File: config.mk
export PLATFORM = sky130hd
export DESIGN_NAME = srt_trigger_gen
export DESIGN_NICKNAME = d
export VERILOG_FILES = /design/src/rtl/srt_pkg.sv /design/src/rtl/srt_edge_delay.sv /design/src/rtl/srt_oneshot.sv /design/src/rtl/srt_duty_mon.sv /design/src/rtl/srt_xp_ctl.sv /design/src/rtl/srt_trigger_gen.sv
export SDC_FILE = /design/constraint.sdc
export NUM_CORES = 1
export LEC_CHECK = 0
export ABC_CLOCK_PERIOD_IN_PS = 4400
export BUFFER_PORTS_ARGS = -buffer_cell sky130_fd_sc_hd__buf_4
export CAP_MARGIN = 10
export CORE_MARGIN = 8
export CORE_UTILIZATION = 60
export DETAILED_ROUTE_END_ITERATION = 10
export PLACE_DENSITY = 0.78
export SLEW_MARGIN = 20
export SYNTH_ARGS = -nofsm -noshare
export SYNTH_HDL_FRONTEND = slang
export SYNTH_HIERARCHICAL = 1
export SYNTH_SLANG_ARGS = --single-unit
File: constraint.sdc
create_clock -name clk -period 4.4 [get_ports clk]
set_clock_uncertainty 0.1 [all_clocks]
set_input_delay 0.88 -clock clk [delete_from_list [all_inputs] [get_ports clk]]
set_output_delay 0.88 -clock clk [all_outputs]
set_load 0.005 [all_outputs]
File: src/rtl/srt_pkg.sv
package srt_pkg;

  typedef enum logic [1:0] {
    OS_IDLE  = 2'd0,
    OS_WAIT  = 2'd1,
    OS_PULSE = 2'd2
  } os_state_e;

  // Duty test: pass when div*high >= period and the period counter never saturated.
  function automatic logic duty_pass(input logic [31:0] hi,
                                     input logic [31:0] per,
                                     input logic [31:0] div,
                                     input logic [31:0] per_max);
    return (per < per_max) && ((hi * div) >= per);
  endfunction

  function automatic int max_i(input int a, input int b);
    return (a > b) ? a : b;
  endfunction

endpackage

File: src/rtl/srt_edge_delay.sv
// Delays a level by RISE cycles on its rising edge and FALL cycles on its
// falling edge; any input edge restarts the count, so short levels are filtered.
module srt_edge_delay #(
  parameter int RISE = 30,
  parameter int FALL = 10
) (
  input  logic clk,
  input  logic rst_n,
  input  logic din,
  input  logic edge_i,
  output logic dout
);
  localparam int MAXD = srt_pkg::max_i(RISE, FALL);
  localparam int CW   = $clog2(MAXD + 1);

  logic [CW-1:0] cnt;
  logic [CW-1:0] tgt;

  assign tgt = din ? CW'(RISE) : CW'(FALL);

  always_ff @(posedge clk or negedge rst_n) begin
    if (!rst_n) begin
      cnt  <= '0;
      dout <= 1'b0;
    end else if (edge_i) begin
      cnt <= CW'(1);
    end else if (dout != din) begin
      if (cnt >= tgt) dout <= din;
      else            cnt  <= cnt + 1'b1;
    end
  end
endmodule

File: src/rtl/srt_oneshot.sv
// Retriggerable delayed one-shot: a trigger waits DLY cycles, then the
// output is high for WID cycles. A new trigger restarts the sequence.
module srt_oneshot #(
  parameter int DLY = 5,
  parameter int WID = 30
) (
  input  logic clk,
  input  logic rst_n,
  input  logic trig,
  output logic pulse,
  output logic launch
);
  import srt_pkg::*;

  localparam int CW = $clog2(max_i(DLY, WID) + 1);

  os_state_e     st;
  logic [CW-1:0] cnt;

  always_ff @(posedge clk or negedge rst_n) begin
    if (!rst_n) begin
      st  <= OS_IDLE;
      cnt <= '0;
    end else if (trig) begin
      st  <= OS_WAIT;
      cnt <= CW'(DLY - 1);
    end else begin
      case (st)
        OS_WAIT: begin
          if (cnt == '0) begin
            st  <= OS_PULSE;
            cnt <= CW'(WID - 1);
          end else begin
            cnt <= cnt - 1'b1;
          end
        end
        OS_PULSE: begin
          if (cnt == '0) st  <= OS_IDLE;
          else           cnt <= cnt - 1'b1;
        end
        default: ;
      endcase
    end
  end

  assign pulse  = (st == OS_PULSE);
  // High in the cycle before the output rises.
  assign launch = (st == OS_WAIT) && (cnt == '0) && !trig;
endmodule

File: src/rtl/srt_duty_mon.sv
// Measures period and high time between PWM rising edges and decides
// whether turn-on triggers are allowed.
module srt_duty_mon #(
  parameter int CNT_W = 16,
  parameter int DIV   = 10
) (
  input  logic clk,
  input  logic rst_n,
  input  logic pwm_s,
  input  logic rise,
  output logic duty_ok
);
  import srt_pkg::*;

  localparam logic [CNT_W-1:0] CMAX = '1;

  logic [CNT_W-1:0] per_cnt;
  logic [CNT_W-1:0] hi_cnt;
  logic             seen;

  always_ff @(posedge clk or negedge rst_n) begin
    if (!rst_n) begin
      per_cnt <= '0;
      hi_cnt  <= '0;
      seen    <= 1'b0;
      duty_ok <= 1'b0;
    end else if (rise) begin
      if (seen) duty_ok <= duty_pass(32'(hi_cnt), 32'(per_cnt), 32'(DIV), 32'(CMAX));
      seen    <= 1'b1;
      per_cnt <= CNT_W'(1);
      hi_cnt  <= CNT_W'(1);
    end else begin
      if (per_cnt != CMAX) per_cnt <= per_cnt + 1'b1;
      else                 duty_ok <= 1'b0;
      if (pwm_s && (hi_cnt != CMAX)) hi_cnt <= hi_cnt + 1'b1;
    end
  end
endmodule

File: src/rtl/srt_xp_ctl.sv
// Turn-on trigger control: takes requests from SOUT rising (adjustable
// dead time) or DET falling (fixed delay), holds them while XN is busy,
// and drops them when the duty test fails.
module srt_xp_ctl #(
  parameter int XP_W    = 70,
  parameter int DET_DLY = 5,
  parameter int ADJ_W   = 4
) (
  input  logic             clk,
  input  logic             rst_n,
  input  logic             sout_rise,
  input  logic             det_fall,
  input  logic [ADJ_W-1:0] adj,
  input  logic             xn,
  input  logic             xn_launch,
  input  logic             duty_ok,
  output logic             xp,
  output logic             fire
);
  import srt_pkg::*;

  localparam int PCW = max_i(ADJ_W, $clog2(DET_DLY + 1));
  localparam int XCW = $clog2(XP_W + 1);

  logic           pend;
  logic [PCW-1:0] pcnt;
  logic [XCW-1:0] wcnt;
  logic           new_req;

  assign new_req = sout_rise || det_fall;
  assign fire    = pend && (pcnt == '0) && !xn && !xn_launch && !xp && !new_req;

  // Request holder
  always_ff @(posedge clk or negedge rst_n) begin
    if (!rst_n) begin
      pend <= 1'b0;
      pcnt <= '0;
    end else if (new_req) begin
      pend <= 1'b1;
      pcnt <= sout_rise ? PCW'(adj) : PCW'(DET_DLY - 1);
    end else if (fire) begin
      pend <= 1'b0;
    end else if (pend && (pcnt != '0)) begin
      pcnt <= pcnt - 1'b1;
    end
  end

  // Pulse width and interlock
  always_ff @(posedge clk or negedge rst_n) begin
    if (!rst_n) begin
      xp   <= 1'b0;
      wcnt <= '0;
    end else if (xn_launch) begin
      xp <= 1'b0;
    end else if (fire && duty_ok) begin
      xp   <= 1'b1;
      wcnt <= XCW'(XP_W - 1);
    end else if (xp) begin
      if (wcnt == '0) xp   <= 1'b0;
      else            wcnt <= wcnt - 1'b1;
    end
  end
endmodule

File: src/rtl/srt_trigger_gen.sv
module srt_trigger_gen #(
  parameter int SOUT_RISE_CYC = 30,
  parameter int SOUT_FALL_CYC = 10,
  parameter int XN_DLY_CYC    = 5,
  parameter int XN_W_CYC      = 30,
  parameter int XP_W_CYC      = 70,
  parameter int DET_DLY_CYC   = 5,
  parameter int ADJ_W         = 4,
  parameter int DUTY_DIV      = 10,
  parameter int CNT_W         = 16
) (
  input  logic             clk,
  input  logic             rst_n,
  input  logic             pwm_in,
  input  logic             det_in,
  input  logic [ADJ_W-1:0] dly_adj,
  output logic             sout,
  output logic             xn,
  output logic             xp
);
  localparam int NSYNC = 2;

  // Two-flop synchronizers: bit 0 = PWM, bit 1 = DET
  logic [NSYNC-1:0] raw_in;
  logic [NSYNC-1:0] sync1;
  logic [NSYNC-1:0] sync2;
  logic [NSYNC-1:0] sync_d;

  assign raw_in = {det_in, pwm_in};

  for (genvar g = 0; g < NSYNC; g++) begin : g_sync
    always_ff @(posedge clk or negedge rst_n) begin
      if (!rst_n) begin
        sync1[g]  <= 1'b0;
        sync2[g]  <= 1'b0;
        sync_d[g] <= 1'b0;
      end else begin
        sync1[g]  <= raw_in[g];
        sync2[g]  <= sync1[g];
        sync_d[g] <= sync2[g];
      end
    end
  end

  // Named internal events
  logic pwm_s, pwm_edge, pwm_rise, det_fall;
  logic sout_d, sout_rise;
  logic xn_launch, duty_ok, xp_fire;

  assign pwm_s    = sync2[0];
  assign pwm_edge = sync2[0] ^ sync_d[0];
  assign pwm_rise = sync2[0] & ~sync_d[0];
  assign det_fall = ~sync2[1] & sync_d[1];

  srt_edge_delay #(.RISE(SOUT_RISE_CYC), .FALL(SOUT_FALL_CYC)) u_dly (
    .clk(clk), .rst_n(rst_n), .din(pwm_s), .edge_i(pwm_edge), .dout(sout)
  );

  always_ff @(posedge clk or negedge rst_n) begin
    if (!rst_n) sout_d <= 1'b0;
    else        sout_d <= sout;
  end
  assign sout_rise = sout & ~sout_d;

  srt_oneshot #(.DLY(XN_DLY_CYC), .WID(XN_W_CYC)) u_xn (
    .clk(clk), .rst_n(rst_n), .trig(pwm_edge), .pulse(xn), .launch(xn_launch)
  );

  srt_duty_mon #(.CNT_W(CNT_W), .DIV(DUTY_DIV)) u_duty (
    .clk(clk), .rst_n(rst_n), .pwm_s(pwm_s), .rise(pwm_rise), .duty_ok(duty_ok)
  );

  srt_xp_ctl #(.XP_W(XP_W_CYC), .DET_DLY(DET_DLY_CYC), .ADJ_W(ADJ_W)) u_xp (
    .clk(clk), .rst_n(rst_n), .sout_rise(sout_rise), .det_fall(det_fall),
    .adj(dly_adj), .xn(xn), .xn_launch(xn_launch), .duty_ok(duty_ok),
    .xp(xp), .fire(xp_fire)
  );
endmodule

==> impl_metrics.py <==
metrics = {
    "layout": {
        "multiInputGateArea_mm2": 0.00283,
        "fillers": 615,
        "diodes": 0,
        "final-seq-area_mm2": 0.00168,
        "area_delta_synth_final_pct": 8.38,
        "post-route-util_pct": 66.6,
        "post_route_cells_drive_above_1_share_pct": 9.42,
        "final_cell_mix": "67 x dfrtp_1, 55 x ha_1, 52 x nor2_1, 36 x inv_1, 31 x a21oi_1",
        "stdcell_area_mm2": 0.00509,
        "layout.cells.most_common": "dfrtp_1",
        "final_nets": 579,
    },
    "pwr": {
        "irDropWorstVdd_mv": 0.279,
        "p_leak_nw": 2.41,
        "powerDensity_mw_per_mm2": 438,
        "power_w": 0.00223,
    },
    "timing": {
        "fin_crit_sh_pct": 84.6,
        "setup_viol": 0,
        "fmax_ghz": 0.269,
        "tns_ps": 0,
        "report.final.hold_viol_count": 0,
        "rsz0062_at_grt": "false",
        "drv_slew": 0,
        "min_period_ps": 3720,
        "maxSlewHeadroom_pct": 44.6,
        "worstMarginPinSlew_ps": 831,
        "whs_ps": 250,
    },
    "logic_synthesis": {
        "synth_nets": 569,
        "synth_area_mm2": 0.00470,
        "ys_seq_elements": 67,
        "async_reset_ff_share_pct": 100,
        "synth_xor_area_share_pct": 8.17,
        "ys.flop_type": "dfrtp_1",
        "synth_compound_area_share_pct": 13.6,
        "synth_fa_ha_area_share_pct": 15.1,
        "synthSimpleGateAreaFrac_pct": 21.2,
        "synth_top_family_by_area": "simple AND/OR/NAND/NOR gates",
        "ys_seq_area_share_pct": 35.7,
        "syn_inst": 505,
        "synth-edff-count": 0,
        "synth_cell_type_count": 67,
        "postSynthAreaPerCell_um2": 9.31,
        "synthMuxAreaShare_pct": 2.02,
        "ys_warn_count": 6,
    },
    "placement": {
        "hpwl_mm": 6.57,
        "routabilityCongestion": 0.823,
        "dpl_cell_area_mm2": 0.00485,
        "io_buffers": 10,
    },
    "worst_hold_path": {
        "min_path_cells": 0,
        "hold_class": "flip-flop to flip-flop",
        "hold_path_end": "pwm_s",
        "hold_start": "sync1[0]",
    },
    "cts": {
        "cts-resized-gates": 0,
        "cts_sinks": 67,
        "cts_buffers": 9,
        "clock_latency_ps": 350,
        "hold_buffers": 0,
        "cts_setup_buffers": 0,
        "cts_tree": "done",
        "root_buffer": "clkbuf_8",
        "clk_path_buf_depth": 2,
        "clkSlewWorstSetupHoldPaths_ps": 80,
        "htreeDepth": 3,
    },
    "die": {
        "die_h_um": 105,
        "rows": 32,
        "fp.dieW_um": 105,
        "die_area_mm2": 0.0109,
        "io_pins": 11,
        "coreArea_mm2": 0.00765,
        "initial_core_util_pct": 61.5,
    },
    "route": {
        "drcViolationCount": 0,
        "wl_per_cell_um": 14.7,
        "first_pass_iters": 4,
        "vias": 3627,
        "wl_met1_mm": 4.21,
        "wl_met3_um": 268,
        "drtIter0Drc": 132,
        "postRouteAntennaNets": 0,
        "highest_layer": "met4",
        "wl_mm": 9.13,
        "wl_met2_mm": 4.58,
        "via_per_inst": 5.83,
    },
    "global_routing": {
        "grt_pass1_vias": 3568,
        "grt_max_degree": 68,
        "grt_pass1_wl_mm": 16.0,
        "grt_overflow": 0,
        "track_usage_pct": 17.4,
        "antenna_found_initial": 0,
    },
    "critical_path": {
        "start_kind": "flip-flop",
        "arrival_ps": 3840,
        "crit_type": "flip-flop to flip-flop",
        "r2r_slack_ps": 680,
        "r2r-start": "u_duty/hi_cnt[3]",
        "r2r_end": "u_duty/duty_ok",
        "end_kind": "flip-flop",
        "ff2ff_path_depth": 15,
        "critical_path_required_ps": 4520,
        "path_max_fanout": 7,
    },
    "outcome": {
        "status": "complete, no violations",
    },
    "run": {
        "drv_cap": 0,
    },
}
==> layer usage <==
metal | track usage, % | up-vias
met5 | 0 | -
met4 | 4.96 | 0
met3 | 4.15 | 8
met2 | 30.1 | 49
met1 | 20.8 | 1762
li1 | - | 1808
==> area by class of cell <==
type	instances	area share, %
Multi-Input combinational cell	388	55.5
Timing Repair Buffer	11	1.62
Sequential cell	67	32.9
Clock inverter	6	2.21
Clock buffer	10	2.50
Inverter	38	2.80
Tap cell	102	2.50
==> registers in the layout, summed over array words and instances (netlist names), 2 cells and up <==
register,flops
u_duty/per_cnt,16
u_duty/hi_cnt,16
sync_d,2
u_xp/pcnt,4
u_xp/wcnt,7
u_xn/st,2
u_xn/cnt,5
sync1,2
u_dly/cnt,5
==> cells in the mapped netlist, types with 3 or more instances <==
cell type / instances / area share (%)
dfrtp_1: 67 / 36
o21ai_0: 15 / 1.6
xnor2_1: 26 / 4.8
nand4_1: 7 / 0.93
nor4_1: 3 / 0.40
a21o_1: 3 / 0.48
nand3_1: 28 / 3.0
clkbuf_1: 8 / 0.64
ha_1: 55 / 15
nor2_1: 52 / 4.2
o31ai_1: 3 / 0.48
and2_1: 4 / 0.53
a211oi_1: 7 / 1.1
o21ai_1: 3 / 0.32
nand2_1: 24 / 1.9
nor2b_1: 9 / 1.2
o211ai_1: 5 / 0.80
or3_1: 5 / 0.67
nand2b_1: 6 / 0.80
o21a_1: 3 / 0.48
a211o_1: 3 / 0.56
xor2_1: 16 / 3.0
mux2i_1: 5 / 1.1
nor3_1: 16 / 1.7
mux2_2: 3 / 0.72
inv_1: 36 / 2.9
and3_1: 15 / 2.0
a21oi_1: 31 / 3.3
==> critical path, cell delays in order, from the launching register on <==
cell and delay, ps:
dfrtp_1 480, ha_1 320, ha_1 240, fa_1 420
a21o_1 230, a221oi_2 390, o21ai_1 110, a21oi_1 200
xnor2_1 100, ha_1 190, a21oi_1 140, nor2b_1 60
o21ai_0 160, nand3_1 100, nor4_1 270, o31ai_1 90
==> per-stage QoR <==
| step | setup slack, ps | std cells |
|---|---|---|
| 2_1_floorplan | 1090 | 505 |
| 3_3_place_gp | 907 | 606 |
| 3_5_place_dp | 745 | 606 |
| 4_1_cts | 717 | 622 |
| 5_1_grt | 462 | 622 |
| 6_report | 676 | 622 |
==> cell families (layout without fill, tap and decap cells) <==
family / after synthesis / after routing
AO/OA/AOI/OAI: 93 / 93
XOR/XNOR: 43 / 43
adder cells (fa/ha/maj): 56 / 56
buffers and inverters: 50 / 65
flip-flops: 67 / 67
multiplexers: 9 / 9
AND/OR/NAND/NOR: 187 / 187
==> power breakdown <==
group          leakage, nW  switching [W]  internal, W
Sequential           0.857       0.000156     0.000729
Clock                0.121       0.000244     0.000379
Combinational         1.44       0.000377     0.000344
Total                 2.41       0.000778      0.00145
==> worst max-delay path by stage <==
stage	from	endpoint	slack, ps
2_1_floorplan	u_duty/hi_cnt[3]	u_duty/duty_ok	1090
3_3_place_gp	u_duty/hi_cnt[3]	u_duty/duty_ok	910
3_5_place_dp	u_duty/hi_cnt[3]	u_duty/duty_ok	740
4_1_cts	u_duty/hi_cnt[3]	u_duty/duty_ok	720
5_1_grt	u_duty/hi_cnt[3]	u_duty/duty_ok	460
6_report	u_duty/hi_cnt[3]	u_duty/duty_ok	680
Note: power is estimated with default switching activity, not from simulation.
